**config.mk**
```make
export PLATFORM = sky130hd
export DESIGN_NAME = pixbuf_pingpong
export DESIGN_NICKNAME = d
export VERILOG_FILES = /design/src/rtl/pb_pkg.sv /design/src/rtl/pb_store.sv /design/src/rtl/pb_seq.sv /design/src/rtl/pixbuf_pingpong.sv
export SDC_FILE = /design/constraint.sdc
export NUM_CORES = 1
export LEC_CHECK = 0
export BUFFER_PORTS_ARGS = -buffer_cell sky130_fd_sc_hd__buf_2
export CORE_ASPECT_RATIO = 2
export CORE_UTILIZATION = 55
export CTS_BUF_LIST = sky130_fd_sc_hd__clkbuf_8
export DETAILED_ROUTE_END_ITERATION = 8
export MAX_ROUTING_LAYER = met4
export PLACE_DENSITY = 0.72
export SYNTH_ARGS = -nofsm -noshare
export SYNTH_HDL_FRONTEND = slang
export SYNTH_HIERARCHICAL = 1
export SYNTH_SLANG_ARGS = --single-unit
```
**constraint.sdc**
```tcl
create_clock -name clk -period 4.5 [get_ports clk]
set_clock_uncertainty 0.2 [all_clocks]
set_input_delay 0.9 -clock clk [delete_from_list [all_inputs] [get_ports clk]]
set_output_delay 0.9 -clock clk [all_outputs]
set_load 0.01 [all_outputs]
```
**src/rtl/pb_pkg.sv**
```systemverilog
package pb_pkg;
    typedef enum logic [1:0] {
        H_EMPTY = 2'd0,
        H_READY = 2'd1,
        H_WAIT  = 2'd2
    } half_st_t;
endpackage

```
**src/rtl/pb_store.sv**
```systemverilog
module pb_store #(
    parameter int PIX_W = 16,
    parameter int DEPTH = 32,
    localparam int AW = $clog2(DEPTH)
) (
    input  logic             clk,
    input  logic             we_i,
    input  logic [AW-1:0]    waddr_i,
    input  logic [PIX_W-1:0] wdata_i,
    input  logic [AW-1:0]    raddr_i,
    output logic [PIX_W-1:0] rdata_o
);
    logic [PIX_W-1:0] mem_q [DEPTH];

    always_ff @(posedge clk) begin
        if (we_i) begin
            mem_q[waddr_i] <= wdata_i;
        end
    end

    assign rdata_o = mem_q[raddr_i];
endmodule

```
**src/rtl/pb_seq.sv**
```systemverilog
module pb_seq
    import pb_pkg::*;
#(
    parameter int HALF_PIX = 16,
    parameter int CNT_W    = 16,
    localparam int IDX_W   = $clog2(HALF_PIX),
    localparam int AW      = $clog2(2 * HALF_PIX)
) (
    input  logic             clk,
    input  logic             rst_n,
    input  logic             start_i,
    input  logic [CNT_W-1:0] count_i,
    input  logic             mode_i,
    input  logic             wr_valid_i,
    output logic             wr_ready_o,
    output logic             wr_en_o,
    output logic [AW-1:0]    wr_addr_o,
    output logic             rd_valid_o,
    input  logic             rd_ready_i,
    output logic             rd_last_o,
    output logic [AW-1:0]    rd_addr_o,
    input  logic             xfer_done_i,
    output logic [1:0]       half_rdy_o,
    output logic             src_done_o
);
    typedef struct packed {
        logic                       active;
        logic                       mode;
        logic [CNT_W-1:0]           remain;
        logic                       wr_half;
        logic [IDX_W-1:0]           wr_idx;
        logic                       rd_half;
        logic [IDX_W-1:0]           rd_idx;
        logic                       ack_half;
        half_st_t [1:0]             hst;
        logic [1:0][IDX_W-1:0]      last_idx;
    } seq_t;

    seq_t s_d, s_q;
    logic wr_go, rd_go;

    assign wr_ready_o = s_q.active && (s_q.remain != '0) && (s_q.hst[s_q.wr_half] == H_EMPTY);
    assign rd_valid_o = (s_q.hst[s_q.rd_half] == H_READY);
    assign rd_last_o  = rd_valid_o && (s_q.rd_idx == s_q.last_idx[s_q.rd_half]);
    assign wr_go      = wr_valid_i && wr_ready_o;
    assign rd_go      = rd_valid_o && rd_ready_i;
    assign wr_en_o    = wr_go;
    assign wr_addr_o  = AW'(s_q.wr_half) * AW'(HALF_PIX) + AW'(s_q.wr_idx);
    assign rd_addr_o  = AW'(s_q.rd_half) * AW'(HALF_PIX) + AW'(s_q.rd_idx);
    assign src_done_o = s_q.active && (s_q.remain == '0);

    generate
        for (genvar h = 0; h < 2; h++) begin : g_flag
            assign half_rdy_o[h] = (s_q.hst[h] != H_EMPTY);
        end
    endgenerate

    always_comb begin
        s_d = s_q;
        if (!s_q.active && start_i && (count_i != '0)) begin
            s_d.active   = 1'b1;
            s_d.mode     = mode_i;
            s_d.remain   = count_i;
            s_d.wr_half  = 1'b0;
            s_d.wr_idx   = '0;
            s_d.rd_half  = 1'b0;
            s_d.rd_idx   = '0;
            s_d.ack_half = 1'b0;
        end
        if (wr_go) begin
            s_d.remain = s_q.remain - CNT_W'(1);
            if ((s_q.wr_idx == IDX_W'(HALF_PIX - 1)) || (s_q.remain == CNT_W'(1))) begin
                s_d.hst[s_q.wr_half]      = H_READY;
                s_d.last_idx[s_q.wr_half] = s_q.wr_idx;
                s_d.wr_half               = ~s_q.wr_half;
                s_d.wr_idx                = '0;
            end else begin
                s_d.wr_idx = s_q.wr_idx + IDX_W'(1);
            end
        end
        if (rd_go) begin
            if (rd_last_o) begin
                s_d.hst[s_q.rd_half] = s_q.mode ? H_WAIT : H_EMPTY;
                s_d.rd_half          = ~s_q.rd_half;
                s_d.rd_idx           = '0;
            end else begin
                s_d.rd_idx = s_q.rd_idx + IDX_W'(1);
            end
        end
        if (xfer_done_i && (s_q.hst[s_q.ack_half] == H_WAIT)) begin
            s_d.hst[s_q.ack_half] = H_EMPTY;
            s_d.ack_half          = ~s_q.ack_half;
        end
        if (s_q.active && (s_d.remain == '0) &&
            (s_d.hst[0] == H_EMPTY) && (s_d.hst[1] == H_EMPTY)) begin
            s_d.active = 1'b0;
        end
    end

    always_ff @(posedge clk) begin
        if (!rst_n) begin
            s_q <= '0;
        end else begin
            s_q <= s_d;
        end
    end

    p_reset_clear_r1: assert property (@(posedge clk)
        $rose(rst_n) |-> (half_rdy_o == 2'b00 && !src_done_o && !wr_ready_o && !rd_valid_o));

    p_no_overfill_r5: assert property (@(posedge clk) disable iff (!rst_n)
        wr_ready_o |-> !half_rdy_o[s_q.wr_half]);

    p_flag_busy_r9: assert property (@(posedge clk) disable iff (!rst_n)
        src_done_o |-> (half_rdy_o != 2'b00));

    p_start_ignored_r10: assert property (@(posedge clk) disable iff (!rst_n)
        (s_q.active && start_i && !wr_go) |=> (s_q.remain == $past(s_q.remain) && s_q.mode == $past(s_q.mode)));

    generate
        for (genvar h = 0; h < 2; h++) begin : g_chk
            p_last_clears_r7: assert property (@(posedge clk) disable iff (!rst_n)
                (rd_go && rd_last_o && s_q.rd_half == 1'(h) && !s_q.mode) |=> !half_rdy_o[h]);
            p_wait_holds_r8: assert property (@(posedge clk) disable iff (!rst_n)
                (s_q.hst[h] == H_WAIT && !(xfer_done_i && s_q.ack_half == 1'(h))) |=> half_rdy_o[h]);
        end
    endgenerate
endmodule

```
**src/rtl/pixbuf_pingpong.sv**
```systemverilog
module pixbuf_pingpong #(
    parameter int PIX_W    = 16,
    parameter int HALF_PIX = 16,
    parameter int CNT_W    = 16,
    localparam int AW      = $clog2(2 * HALF_PIX)
) (
    input  logic             clk,
    input  logic             rst_n,
    input  logic             start_i,
    input  logic [CNT_W-1:0] count_i,
    input  logic             out_mode_i,
    input  logic             wr_valid_i,
    input  logic [PIX_W-1:0] wr_data_i,
    output logic             wr_ready_o,
    output logic             rd_valid_o,
    output logic [PIX_W-1:0] rd_data_o,
    input  logic             rd_ready_i,
    output logic             rd_last_o,
    input  logic             xfer_done_i,
    output logic [2:0]       status_o
);
    logic          wr_en;
    logic [AW-1:0] wr_addr, rd_addr;
    logic [1:0]    half_rdy;
    logic          src_done;

    pb_seq #(.HALF_PIX(HALF_PIX), .CNT_W(CNT_W)) i_seq (
        .clk        (clk),
        .rst_n      (rst_n),
        .start_i    (start_i),
        .count_i    (count_i),
        .mode_i     (out_mode_i),
        .wr_valid_i (wr_valid_i),
        .wr_ready_o (wr_ready_o),
        .wr_en_o    (wr_en),
        .wr_addr_o  (wr_addr),
        .rd_valid_o (rd_valid_o),
        .rd_ready_i (rd_ready_i),
        .rd_last_o  (rd_last_o),
        .rd_addr_o  (rd_addr),
        .xfer_done_i(xfer_done_i),
        .half_rdy_o (half_rdy),
        .src_done_o (src_done)
    );

    pb_store #(.PIX_W(PIX_W), .DEPTH(2 * HALF_PIX)) i_store (
        .clk    (clk),
        .we_i   (wr_en),
        .waddr_i(wr_addr),
        .wdata_i(wr_data_i),
        .raddr_i(rd_addr),
        .rdata_o(rd_data_o)
    );

    assign status_o = {src_done, half_rdy};

    p_read_only_ready_r4: assert property (@(posedge clk) disable iff (!rst_n)
        rd_valid_o |-> (half_rdy != 2'b00));
endmodule

```
After elaboration in Yosys (flattened, before gate mapping)
Memory sizes are Yosys's and may differ from the RTL's.
Cells that the tools add are included.
{"block": "op_classes", "addsub": 5, "n_lt_le_gt_ge": 6, "eq_ne": 5, "muxes": 33, "n_bitwise": 9, "n_reduce_logical": 31}
{"op": "$logic_not A16 Y1", "count": 2}
{"op": "$reduce_bool A16 Y1", "count": 2}
{"op": "$mux W4", "count": 7}
{"op": "$mux W27", "count": 1}
{"op": "$mux W12", "count": 2}
{"op": "$mux W21", "count": 1}
{"op": "$mux W2", "count": 10}
{"op": "$eq A16 B1 Y1 const B", "count": 1}
{"op": "$sub A16 B1 Y16 const B", "count": 1}
{"op": "$logic_and A1 B1 Y1", "count": 15}
{"op": "$add A5 B4 Y5", "count": 2}
{"op": "$mux W5", "count": 2}
{"op": "$reduce_bool A2 Y1", "count": 5}
{"op": "$add A4 B1 Y4 const B", "count": 2}
{"op": "$bwmux W8", "count": 1}
{"op": "$demux W2 S1", "count": 3}
{"op": "$logic_not A2 Y1", "count": 3}
{"op": "$lt A1 B2 Y1 const B", "count": 3}
{"op": "$and A4 B4 Y4", "count": 1}
{"op": "$bwmux W4", "count": 1}
{"op": "$demux W4 S1", "count": 1}
{"op": "$eq A4 B4 Y1", "count": 1}
{"op": "$eq A4 B4 Y1 const B", "count": 1}
{"op": "$mux W1", "count": 4}
{"op": "other kinds (12)", "count": 17}
{"block": "word_totals", "regBits": 41, "ram_bits": 512, "out_inout_bits": 22, "elab_cells": 102, "memories": 1}
{"memory": "i_store.mem_q", "words": 32, "width": 16, "read_ports": 1, "rd_ports_with_merged_regs": 0, "wr": 1, "line_no": "pb_store.sv:13", "rtl": "logic [PIX_W-1:0] mem_q [DEPTH];"}

Longest topological paths before layout
{"block": "depth", "ltp_word": 17, "ltp_mapped": 10, "ltp_nobuf": 10}

Cells and area by module
The synthesis kept the hierarchy.
{"module": "pb_store", "n_inst": 1, "cells_each": 1127, "area_each_um2": 20215.6, "seq_area_each_um2": 15374.7}
{"module": "pb_seq", "n_inst": 1, "cells_each": 311, "area_each_um2": 2536.2, "seq_area_each_um2": 820.8}
{"module": "pixbuf_pingpong", "n_inst": 1, "cells_each": 1, "area_each_um2": 7.5, "seq_area_each_um2": 0.0}

Worst setup path before layout
Ideal clock, no wire load.
{"block": "synth_timing", "path_kind": "input -> register", "startpoint": "input wr_valid_i", "endpoint": "memory i_store.mem_q[12][0] (enable)", "setup_ps": 388, "arrival_ps": 2636, "required_time_ps": 3912, "setup_slack_ps": 1276, "path_stages": 6, "path_cell_list": "o211a_1 nand2_4 inv_2 or3b_2 clkbuf_1 nor2_1"}
{"block": "synth_between", "elab_chain_len": 3}
{"element": "start, declared", "line_no": "pixbuf_pingpong.sv:12", "rtl": "input logic wr_valid_i,"}
{"element": "$logic_and A1 B1 Y1", "line_no": "pb_seq.sv:45", "rtl": "assign wr_go = wr_valid_i && wr_ready_o;"}
{"element": "named net wr_en", "line_no": "pixbuf_pingpong.sv:22", "rtl": "logic wr_en;"}
{"element": "$mux W1", "line_no": "pb_store.sv:16", "rtl": "if (we_i) begin"}
{"element": "$mux W1 (not written as such)", "line_no": "pb_store.sv:17", "rtl": "mem_q[waddr_i] <= wdata_i;"}
{"element": "end, declared", "line_no": "pb_store.sv:13"}
The timed path passes the listed nets, and every way through them passes these cells.

Worst setup path after layout
{"block": "layout_timing", "startpoint": "register i_seq/s_q[15] (netlist name)", "endpoint": "output rd_data_o[14]"}
{"block": "layout_between", "elab_chain_len": 2}
{"element": "start, declared", "line_no": "pb_seq.sv:39", "rtl": "seq_t s_d, s_q;"}
{"element": "start signal, assigned", "line_no": "pb_seq.sv:102", "rtl": "s_q <= '0;"}
{"element": "start signal, assigned", "line_no": "pb_seq.sv:104", "rtl": "s_q <= s_d;"}
{"element": "$add A5 B4 Y5", "line_no": "pb_seq.sv:49", "rtl": "assign rd_addr_o = AW'(s_q.rd_half) * AW'(HALF_PIX) + AW'(s_q.rd_idx);"}
{"element": "$mem_v2 Z32 W16"}
{"element": "end, declared", "line_no": "pixbuf_pingpong.sv:16", "rtl": "output logic [PIX_W-1:0] rd_data_o,"}
No other way between the ends.

==> flow_metrics.tcl <==
set metrics [dict create \
    status "finished, final reports clean" \
    ys_dominant_reg_cell "edfxtp_1" \
    grt_start_max_net_pins 64 \
    setup_viol 0 \
    grt_antenna_before_repair 1 \
    synthesis.area_per_instance_um2 15.8 \
    die_wd_um 146 \
    maximum_clock_rate_mhz 241 \
    die-height_um 290 \
    drc 0 \
    yosys_warnings 6 \
    design.die.area_um2 42200 \
    grt_first_pass_wirelength_um 78400 \
    tritoncts_num_sinks 553 \
    cap_violations 0 \
    ys_async_sr_fraction_pct 0 \
    post-cts-setup-buffers 0 \
    synthesis.nets 1483 \
    synth_adder_area_share_pct 0.275 \
    power-per-cell-area_nw_per_um2 379 \
    layout.cells.non_filler 2135 \
    main_combinational_cell_family_by_area_after_synthesis "multiplexers" \
    layout.cells.most_common "edfxtp_1" \
    synthTopCellsByArea "edfxtp_1, mux2i_1, dfxtp_1" \
    element_type_at_the_critical_path_end "primary output" \
    setup_total_negative_slack_ns 0 \
    vias_per_cell 6.13 \
    grt_setup_unrepaired "false" \
    power.static_leakage_nw 7.81 \
    hpwlAfterDp_um 34900 \
    timing_max_transition_violations_final 0 \
    floorplan.initialDensity_pct 55.7 \
    syn2layout_area_growth_pct 9.51 \
    critPathMaxStageDelay_ns 0.72 \
    clock_insertion_delay_worst_skew_ns 0.63 \
    grt.overflow.total 0 \
    via_total_after_detailed_routing 13100 \
    final_nets 1592 \
    cts.hold.buffers_added 0 \
    finalWeightedCongestion 0.938 \
    timing.max_slew.rel_slack_pct 34.4 \
    pin_count 61 \
    worstHoldPathType "reg -> reg" \
    core_area_um2 40900 \
    syn-cell-area_um2 22800 \
    synth.mux.area_fraction_pct 11.9 \
    synth_simple_gate_area_share_pct 6.57 \
    finalWirelength_um 52800 \
    placed_cell_area_um2 23600 \
    fillers 3031 \
    synth_compound_area_share_pct 6.59 \
    critPathLaunchType "register" \
    crit_slowest_cell "nor2b_4" \
    ys_seq_area_share_pct 71.2 \
    postSynthRegisterBits 553 \
    dr.pass1.iters 7 \
    cts-htree-levels 3 \
    num_rows 105 \
    synth_top_cell_area_share_pct 67.6 \
    worst_slew_pin_slew_ns 0.976 \
    path_clk_slew_ns 0.07 \
    path_type_of_the_worst_setup_path "reg -> out" \
    number_of_global_route_vias_before_repair 13400 \
    cts-buffers-inserted 74 \
    fin_hold_ws_ns 0.283 \
    synth_cell_types 65 \
    worst_path_max_fanout 23 \
    timing.final.crit_period_ns 4.16 \
    finalCritPeriodShare_pct 92.3 \
    fin_area_um2 24900 \
    number_of_enable_type_register_cells_in_the_synthesized_netlist 512 \
    initialDrtViolationCount 842 \
    grt_util_all_layers_pct 26.2 \
    required_ns 3.40 \
    cts-root-to-sink-buffers 3 \
    path_cells "nor2b_4, buf_4, a22o_1, nor3_1, a31oi_1, nand3_1, buf_2" \
    clock_tree_from_tritoncts "built" \
    postSynthCellCount 1439 \
    yosys.area.top_type "edfxtp_1" \
    port-buffer-count 60 \
    cts_resizes 0 \
    routed_wire_length_per_instance_um 24.7 \
    synth_xor_xnor_area_share_pct 0.154 \
    worst-endpoint-arrival_ns 3.06 \
    drt_antenna_net_count 0 \
    hold_viol 0 \
    layout-drive-gt1-share_pct 15.1 \
    post-place-cells 2007 \
    cts_root_buf "clkbuf_8" \
    finalPower_mw 9.44 \
    final_cell_mix "edfxtp_1, mux2i_1, clkbuf_8" \
    peakVddDrop_mv 0.239 \
]
[path summary, 6_finish.rpt]
kind / to / from / slack [ns] / cells past startpoint
worst min register to register: i_seq/s_q[9] / i_seq/s_q[39] / 0.28 / 2
worst min-delay path: i_seq/s_q[9] / i_seq/s_q[39] / 0.28 / 2
worst max register to register: i_seq/s_q[40] / i_seq/s_q[35] / 0.82 / 8
worst max-delay path: rd_data_o[14] / i_seq/s_q[15] / 0.34 / 7
[report_power, final]
group | switching, mW | internal (mW) | leakage, nW | total [mW]
clock network | 1.77 | 1.67 | 0.728 | 3.44
registers | 0.0294 | 5.63 | 4.94 | 5.66
logic | 0.240 | 0.0968 | 2.15 | 0.336
total | 2.04 | 7.40 | 7.81 | 9.44
[sequential cells by signal, summed over array words and instances, names as in the netlist, named ones only]
| signal | flops |
|---|---|
| i_seq/s_q | 33 |
| i_store/mem_q | 512 |
[through the flow]
| step | setup WS [ns] | utilization [%] |
|---|---|---|
| 6_report | 0.345 | 61.0 |
| 3_3_place_gp | 0.986 | 57.8 |
| 3_5_place_dp | 0.951 | 57.8 |
| 5_1_grt | 0.216 | 61.0 |
| 2_1_floorplan | 1.28 | - |
| 4_1_cts | 0.287 | 61.0 |
[cells by family after synthesis]
group	count (synthesis)
xor+xnor	4
flops	553
simple gates	286
mux	271
fa+ha+maj	5
buf+inv	107
compound gates	213
[cell type report]
cell class                      count  area, µm²  share of cell area, %
Antenna cell                        1       2.50                 0.0100
Multi-Input combinational cell    779       5820                   23.4
Inverter                           16       60.1                  0.241
Clock buffer                       79       1090                   4.36
Timing Repair Buffer              124        856                   3.43
Clock inverter                     48        226                  0.909
Sequential cell                   553      16200                   65.0
Tap cell                          535        669                   2.69
[critical path: cells and delay by family, from the launching register on]
family	cells	cell delay [ns]
AND/OR/NAND/NOR	3	0.96
flip-flops	1	0.55
AO/OA/AOI/OAI	2	0.42
buffers and inverters	2	0.49
[synthesized netlist by cell type (14+ instances only)]
cell      count
nand4_1      22
nor2_1       64
a22oi_1      65
inv_1        14
nand3_1      53
a31oi_1      20
buf_2        24
mux2i_1     270
nand2_1      53
nor3_1       37
a22o_1       32
edfxtp_1    512
buf_4        31
a21oi_1      53
dfxtp_1      41
clkbuf_1     15
[routing by layer]
layer / up-vias / track usage (%) / part of all wire (%)
met5: - / - / 0
met2: 456 / 50.3 / 57
li1: 5871 / - / -
met1: 6626 / 25.8 / 34
met4: 0 / 12.4 / 4.0
met3: 133 / 3.16 / 4.5
Power figures use the tool's default switching activity.
